<file path="config.mk">
export PLATFORM = sky130hd
export DESIGN_NAME = tec_thread_ctrl
export DESIGN_NICKNAME = d
export VERILOG_FILES = /design/src/rtl/tec_pkg.sv /design/src/rtl/tec_arbiter.sv /design/src/rtl/tec_status.sv /design/src/rtl/tec_shadow.sv /design/src/rtl/tec_thread_ctrl.sv
export SDC_FILE = /design/constraint.sdc
export NUM_CORES = 1
export LEC_CHECK = 0
export BUFFER_PORTS_ARGS = -buffer_cell sky130_fd_sc_hd__buf_2
export CORE_MARGIN = 2
export CORE_UTILIZATION = 53
export DETAILED_ROUTE_END_ITERATION = 16
export PLACE_DENSITY = 0.94
export SLEW_MARGIN = 10
export SYNTH_ARGS = -nofsm -noshare
export SYNTH_HDL_FRONTEND = slang
export SYNTH_HIERARCHICAL = 1
export SYNTH_SLANG_ARGS = --single-unit
</file>
<file path="constraint.sdc">
create_clock -name clk -period 4.9 [get_ports clk]
set_input_delay 0.735 -clock clk [delete_from_list [all_inputs] [get_ports clk]]
set_output_delay 0.735 -clock clk [all_outputs]
set_load 0.02 [all_outputs]
</file>
<file path="src/rtl/tec_pkg.sv">
package tec_pkg;
  localparam int SR_W = 8;

  localparam int B_EVEN  = 0;
  localparam int B_IREN  = 1;
  localparam int B_ENBG  = 2;
  localparam int B_INIRQ = 3;
  localparam int B_KMODE = 4;
  localparam int B_SKMOD = 5;
  localparam int B_WAIT  = 6;
  localparam int B_FAST  = 7;

  typedef logic [SR_W-1:0] sr_t;

  function automatic sr_t bitmask(input int pos);
    sr_t m;
    m = '0;
    m[pos] = 1'b1;
    return m;
  endfunction

  function automatic sr_t irq_entry_sr(input sr_t s);
    sr_t clr_m, set_m;
    clr_m = bitmask(B_EVEN) | bitmask(B_IREN) | bitmask(B_WAIT);
    set_m = bitmask(B_INIRQ) | bitmask(B_KMODE);
    return (s & ~clr_m) | set_m;
  endfunction

  function automatic sr_t evt_entry_sr(input sr_t s);
    return s & ~bitmask(B_WAIT);
  endfunction

  function automatic sr_t wait_sr(input sr_t s);
    return s | bitmask(B_EVEN) | bitmask(B_WAIT);
  endfunction

  function automatic sr_t masked_update(input sr_t s, input sr_t m, input logic set);
    return set ? (s | m) : (s & ~m);
  endfunction
endpackage

</file>
<file path="src/rtl/tec_arbiter.sv">
module tec_arbiter
  import tec_pkg::*;
(
  input  logic clk,
  input  logic rst_n,
  input  sr_t  sr_q,
  input  logic evt_rdy,
  input  logic irq_rdy,
  input  logic op_wait,
  input  logic op_setsr,
  input  logic op_clrsr,
  input  logic op_kret,
  output logic take_irq,
  output logic take_evt,
  output logic do_kret,
  output logic do_wait,
  output logic do_set,
  output logic do_clr,
  output logic suspend
);
  logic irq_live, evt_live, any_take;

  always_comb begin
    irq_live = irq_rdy & sr_q[B_IREN];
    evt_live = evt_rdy & sr_q[B_EVEN];
    take_irq = irq_live;
    take_evt = evt_live & ~irq_live;
    any_take = take_irq | take_evt;
    do_kret  = ~any_take & op_kret;
    do_wait  = ~any_take & ~op_kret & op_wait;
    do_set   = ~any_take & ~op_kret & ~op_wait & op_setsr;
    do_clr   = ~any_take & ~op_kret & ~op_wait & ~op_setsr & op_clrsr;
    suspend  = sr_q[B_WAIT] & ~irq_live & ~evt_live;
  end

  AST_ONE_TAKE: assert property (@(posedge clk) disable iff (!rst_n)
    !(take_irq && take_evt));
  AST_ONE_OP: assert property (@(posedge clk) disable iff (!rst_n)
    $onehot0({take_irq, take_evt, do_kret, do_wait, do_set, do_clr}));
  AST_SUSP_WAIT: assert property (@(posedge clk) disable iff (!rst_n)
    suspend |-> (sr_q[B_WAIT] && !take_irq && !take_evt));
endmodule

</file>
<file path="src/rtl/tec_status.sv">
module tec_status
  import tec_pkg::*;
(
  input  logic clk,
  input  logic rst_n,
  input  logic take_irq,
  input  logic take_evt,
  input  logic do_kret,
  input  logic do_wait,
  input  logic do_set,
  input  logic do_clr,
  input  sr_t  mask,
  input  sr_t  saved_sr,
  output sr_t  sr_q
);
  sr_t sr_d;

  always_comb begin
    sr_d = sr_q;
    if (take_irq)      sr_d = irq_entry_sr(sr_q);
    else if (take_evt) sr_d = evt_entry_sr(sr_q);
    else if (do_kret)  sr_d = saved_sr;
    else if (do_wait)  sr_d = wait_sr(sr_q);
    else if (do_set)   sr_d = masked_update(sr_q, mask, 1'b1);
    else if (do_clr)   sr_d = masked_update(sr_q, mask, 1'b0);
  end

  always_ff @(posedge clk) begin
    if (!rst_n) sr_q <= '0;
    else        sr_q <= sr_d;
  end

  AST_IRQ_FLAGS: assert property (@(posedge clk) disable iff (!rst_n)
    take_irq |=> (sr_q[B_INIRQ] && sr_q[B_KMODE] && !sr_q[B_EVEN] && !sr_q[B_IREN] && !sr_q[B_WAIT]));
  AST_SET_MASK: assert property (@(posedge clk) disable iff (!rst_n)
    do_set |=> (((sr_q ^ $past(sr_q)) & ~$past(mask)) == '0));
  AST_CLR_MASK: assert property (@(posedge clk) disable iff (!rst_n)
    do_clr |=> (((sr_q ^ $past(sr_q)) & ~$past(mask)) == '0));
  AST_WAIT_BITS: assert property (@(posedge clk) disable iff (!rst_n)
    do_wait |=> (sr_q[B_EVEN] && sr_q[B_WAIT]));
  AST_EVT_WAKE: assert property (@(posedge clk) disable iff (!rst_n)
    take_evt |=> !sr_q[B_WAIT]);
endmodule

</file>
<file path="src/rtl/tec_shadow.sv">
module tec_shadow
  import tec_pkg::*;
#(
  parameter int PC_W = 32,
  parameter int ED_W = 16
) (
  input  logic            clk,
  input  logic            rst_n,
  input  logic            capture,
  input  logic [PC_W-1:0] pc_in,
  input  sr_t             sr_in,
  input  logic [ED_W-1:0] ed_in,
  output logic [PC_W-1:0] spc_q,
  output sr_t             ssr_q,
  output logic [ED_W-1:0] sed_q
);
  always_ff @(posedge clk) begin
    if (!rst_n) begin
      spc_q <= '0;
      ssr_q <= '0;
      sed_q <= '0;
    end else if (capture) begin
      spc_q <= pc_in;
      ssr_q <= sr_in;
      sed_q <= ed_in;
    end
  end

  AST_SHADOW_HOLD: assert property (@(posedge clk) disable iff (!rst_n)
    !capture |=> ($stable(spc_q) && $stable(ssr_q) && $stable(sed_q)));
endmodule

</file>
<file path="src/rtl/tec_thread_ctrl.sv">
module tec_thread_ctrl
  import tec_pkg::*;
#(
  parameter int              PC_W     = 32,
  parameter int              ED_W     = 16,
  parameter logic [PC_W-1:0] RESET_PC = 32'h0000_0040
) (
  input  logic            clk,
  input  logic            rst_n,
  input  logic            evt_rdy,
  input  logic [PC_W-1:0] evt_vec,
  input  logic [ED_W-1:0] evt_env,
  input  logic            irq_rdy,
  input  logic [PC_W-1:0] irq_vec,
  input  logic [ED_W-1:0] irq_env,
  input  logic            op_wait,
  input  logic            op_setsr,
  input  logic            op_clrsr,
  input  logic            op_kret,
  input  logic [7:0]      op_mask,
  input  logic [PC_W-1:0] cur_pc,
  output logic [PC_W-1:0] next_pc,
  output logic            pc_redirect,
  output logic [7:0]      status,
  output logic [ED_W-1:0] evt_data,
  output logic            suspend
);
  sr_t             sr_q, ssr_q;
  logic [PC_W-1:0] spc_q;
  logic [ED_W-1:0] sed_q, ed_q;
  logic take_irq, take_evt, do_kret, do_wait, do_set, do_clr;

  tec_arbiter u_arb (
    .clk(clk), .rst_n(rst_n), .sr_q(sr_q),
    .evt_rdy(evt_rdy), .irq_rdy(irq_rdy),
    .op_wait(op_wait), .op_setsr(op_setsr), .op_clrsr(op_clrsr), .op_kret(op_kret),
    .take_irq(take_irq), .take_evt(take_evt), .do_kret(do_kret),
    .do_wait(do_wait), .do_set(do_set), .do_clr(do_clr), .suspend(suspend)
  );

  tec_status u_sr (
    .clk(clk), .rst_n(rst_n), .take_irq(take_irq), .take_evt(take_evt),
    .do_kret(do_kret), .do_wait(do_wait), .do_set(do_set), .do_clr(do_clr),
    .mask(op_mask), .saved_sr(ssr_q), .sr_q(sr_q)
  );

  tec_shadow #(.PC_W(PC_W), .ED_W(ED_W)) u_shadow (
    .clk(clk), .rst_n(rst_n), .capture(take_irq),
    .pc_in(cur_pc), .sr_in(sr_q), .ed_in(ed_q),
    .spc_q(spc_q), .ssr_q(ssr_q), .sed_q(sed_q)
  );

  always_ff @(posedge clk) begin
    if (!rst_n) begin
      ed_q        <= '0;
      next_pc     <= RESET_PC;
      pc_redirect <= 1'b0;
    end else begin
      pc_redirect <= take_irq | take_evt | do_kret;
      if (take_irq) begin
        ed_q    <= irq_env;
        next_pc <= irq_vec;
      end else if (take_evt) begin
        ed_q    <= evt_env;
        next_pc <= evt_vec;
      end else if (do_kret) begin
        ed_q    <= sed_q;
        next_pc <= spc_q;
      end
    end
  end

  assign status   = sr_q;
  assign evt_data = ed_q;

  AST_IRQ_SAVE: assert property (@(posedge clk) disable iff (!rst_n)
    take_irq |=> (spc_q == $past(cur_pc) && ssr_q == $past(sr_q) && sed_q == $past(ed_q)));
  AST_IRQ_TARGET: assert property (@(posedge clk) disable iff (!rst_n)
    (irq_rdy && sr_q[B_IREN]) |=> (pc_redirect && next_pc == $past(irq_vec) && ed_q == $past(irq_env)));
  AST_EVT_TARGET: assert property (@(posedge clk) disable iff (!rst_n)
    take_evt |=> (pc_redirect && next_pc == $past(evt_vec) && ed_q == $past(evt_env)));
  AST_KRET_RESTORE: assert property (@(posedge clk) disable iff (!rst_n)
    do_kret |=> (next_pc == $past(spc_q) && sr_q == $past(ssr_q) && ed_q == $past(sed_q)));
  AST_NO_REDIRECT: assert property (@(posedge clk) disable iff (!rst_n)
    !(take_irq || take_evt || do_kret) |=> (!pc_redirect && $stable(next_pc)));
endmodule

</file>
==> impl_metrics.toml <==
[run_status]
status = "complete, no violations"

[yosys]
synthSimpleGateAreaFrac_pct = 20.3
synthArstFlopShare_pct = 0
synth_compound_area_share_pct = 20.1
synthFlopType = "dfxtp_1"
synth_top_family_by_area = "simple AND/OR/NAND/NOR gates"
synth-xor-area-share_pct = 0
synthMuxAreaShare_pct = 12.2
synth_fp_nets = 664
synth_cell_types = 38
synth_seq_cells = 113
yosysWarnings = 6
synthesis.area_um2 = 5380
synth-edff-count = 0
avgSynthCellArea_um2 = 10.3
ys_seq_area_share_pct = 42.1
syn_inst = 520
synth_fa_ha_area_share_pct = 0

[power]
leakage_nw = 3.19
p_clk_share_pct = 48.5
p_sw_mw = 0.540
irDropWorstVdd_mv = 0.175
p_int_mw = 1.71
p_sw_share_pct = 24.0
p_per_area_nw_per_um2 = 329
pwr-share-comb_pct = 9.5
seq_power_share_pct = 42.0

[detailed_routing]
viasPerCell = 5.45
finalWirelength_um = 13900
dr.first_iter.drc_count = 250
vias = 4604
ant_nets = 0
drc = 0
wire_per_inst_um = 16.5
dr.pass1.iters = 5

[cells_and_area]
fin_nets = 843
fillers = 768
antennaDiodeCount = 0
ff_latch_area_um2 = 2260
area_growth_pct = 27.3
final_layout_size_suffix_gt1_share_pct = 35.7
multi_input_area_um2 = 2850
fin_util_pct = 69.8

[timing]
worst-slew-pin-transition_ns = 1.15
finalSetupViolations = 0
finalCriticalPeriod_ns = 2.59
slew_headroom_pct = 23.4
fin_setup_tns_ns = 0
rsz0062_at_grt = "no"
fin_crit_sh_pct = 52.9
drv_slew = 0
fmax_ghz = 0.386
hold_viol = 0
final.setup_skew_ns = 0.00736

[critical_path]
critPathArrivalTime_ns = 3.04
path_class = "flip-flop to flip-flop"
worstPathMaxFanout = 47
endpoint_kind = "flip-flop"
crit_required_ns = 5.35
cp-start-kind = "flip-flop"

[global_routing]
met2_usage_pct = 44.7
antenna_found_initial = 1
grt_use_met1_pct = 28.7
grt_max_degree = 100
groute.layer.met3.usage_pct = 7.67
grt_pass1_vias = 4717
top_usage_layer = "met2"
grt_pass1_wl_um = 22500
overflow = 0
track_usage_pct = 25.4

[floorplan]
core-area_um2 = 9820
dieArea_um2 = 11000
start_util_pct = 54.8
row_count = 36
ios = 202
die_w_um = 105
die_h_um = 105

[clocking]
ctsRootBufferMaster = "clkbuf_8"
clock-sinks = 113
cts_setup_buffers = 0
cts_hold_buf = 0
clkTransAtPathRegs_ns = 0.05
cts_tree = "done"
clock_path_buffers = 2
htreeDepth = 4
clock_latency_ns = 0.51
cts_buffers = 17
cts_resized = 0

[place]
placement.io_buffers = 201
gp_congestion = 0.799
hpwlAfterDp_um = 9500

[hold_path]
hp-class = "flip-flop to flip-flop"

[flow_run]
drv_cap = 0
sequential cells by signal, indices dropped and copies added, names as in the netlist:
name,count
u_shadow/sed_q,16
u_sr/sr_q,8
evt_data,16
u_shadow/spc_q,32
next_pc,32
u_shadow/ssr_q,8
pc_redirect,1
cells in the mapped netlist (all sizes together) (2+ instances only):
| library cell | number | area (um2) |
|---|---|---|
| a211o | 47 | 412 |
| a21oi | 6 | 33.8 |
| a22oi | 6 | 50.1 |
| a32o | 47 | 470 |
| and2 | 4 | 28.8 |
| buf | 26 | 208 |
| clkbuf | 19 | 71.3 |
| dfxtp | 113 | 2260 |
| inv | 2 | 7.51 |
| mux2 | 6 | 67.6 |
| mux2i | 59 | 591 |
| nand2 | 10 | 37.5 |
| nand2b | 48 | 300 |
| nor2 | 5 | 21.3 |
| nor2b | 104 | 651 |
| o211a | 3 | 30.0 |
| o31ai | 2 | 15.0 |
layout by cell type (no fill, tap or decap), types with 2 or more instances in the layout:
master / n
o211a_1: 3
dfxtp_1: 113
a21oi_1: 5
o31ai_1: 2
mux2i_1: 59
nor2b_1: 103
mux2_2: 6
and2_2: 3
nand2_1: 10
inv_1: 2
buf_4: 4
buf_2: 201
nand2b_1: 48
clkbuf_8: 2
a22oi_1: 5
nor2_1: 3
clkinv_2: 6
clkbuf_16: 16
a211o_1: 47
clkbuf_1: 3
a32o_1: 47
clkinvlp_4: 4
metrics by stage:
stage	cells	instance area, um2	worst slack, ns	hold WS, ns	power [mW]
3_3_place_gp	813	6320	2.00	0.445	1.17
6_report	845	6850	2.31	0.463	2.25
3_5_place_dp	813	6320	1.95	0.450	1.18
4_1_cts	845	6850	2.34	0.442	2.27
2_1_floorplan	520	5380	2.49	0.447	1.09
5_1_grt	845	6850	2.18	0.477	2.33
per-layer routing:
metal  share of wire (%)  vias up
met5               0.050        -
met4                 1.4        2
met3                 7.7       21
met2                  51      186
met1                  40     2152
li1                    -     2243
cell type report:
type,count,share of cell area [%]
Sequential cell,113,33.0
Multi-Input combinational cell,360,41.6
Timing Repair Buffer,205,15.1
Tap cell,133,2.43
Clock buffer,21,6.41
Clock inverter,11,1.32
Inverter,2,0.110
power by group through the flow:
stage          Sequential [mW]  Combinational (mW)  Clock (mW)
6_report                 0.946               0.214        1.09
5_1_grt                  0.947               0.229        1.16
4_1_cts                  0.945               0.213        1.11
3_5_place_dp             0.965               0.211           0
3_3_place_gp             0.963               0.204           0
2_1_floorplan            0.980               0.106           0
critical path, stage by stage, from the launching register on:
cell     delay, ns
dfxtp_1       0.41
and2_4        0.52
nor2_4        0.08
nor3_2        0.38
and2_2        0.90
a32o_1        0.23
final timing paths:
check	to	cells after the start	startpoint	slack (ns)
setup reg to reg	next_pc[3]	5	u_sr/sr_q[1]	2.31
hold / removal	next_pc[21]	1	next_pc[21]	0.46
setup / recovery	next_pc[3]	5	u_sr/sr_q[1]	2.31
hold reg to reg	next_pc[21]	1	next_pc[21]	0.46
kinds of logic after synthesis:
family,after synthesis
AOI/OAI and AO/OA,118
buffers and inverters,47
DFF,113
muxes,65
and+or+nand+nor,177
Note: power is estimated with default switching activity, not from simulation.
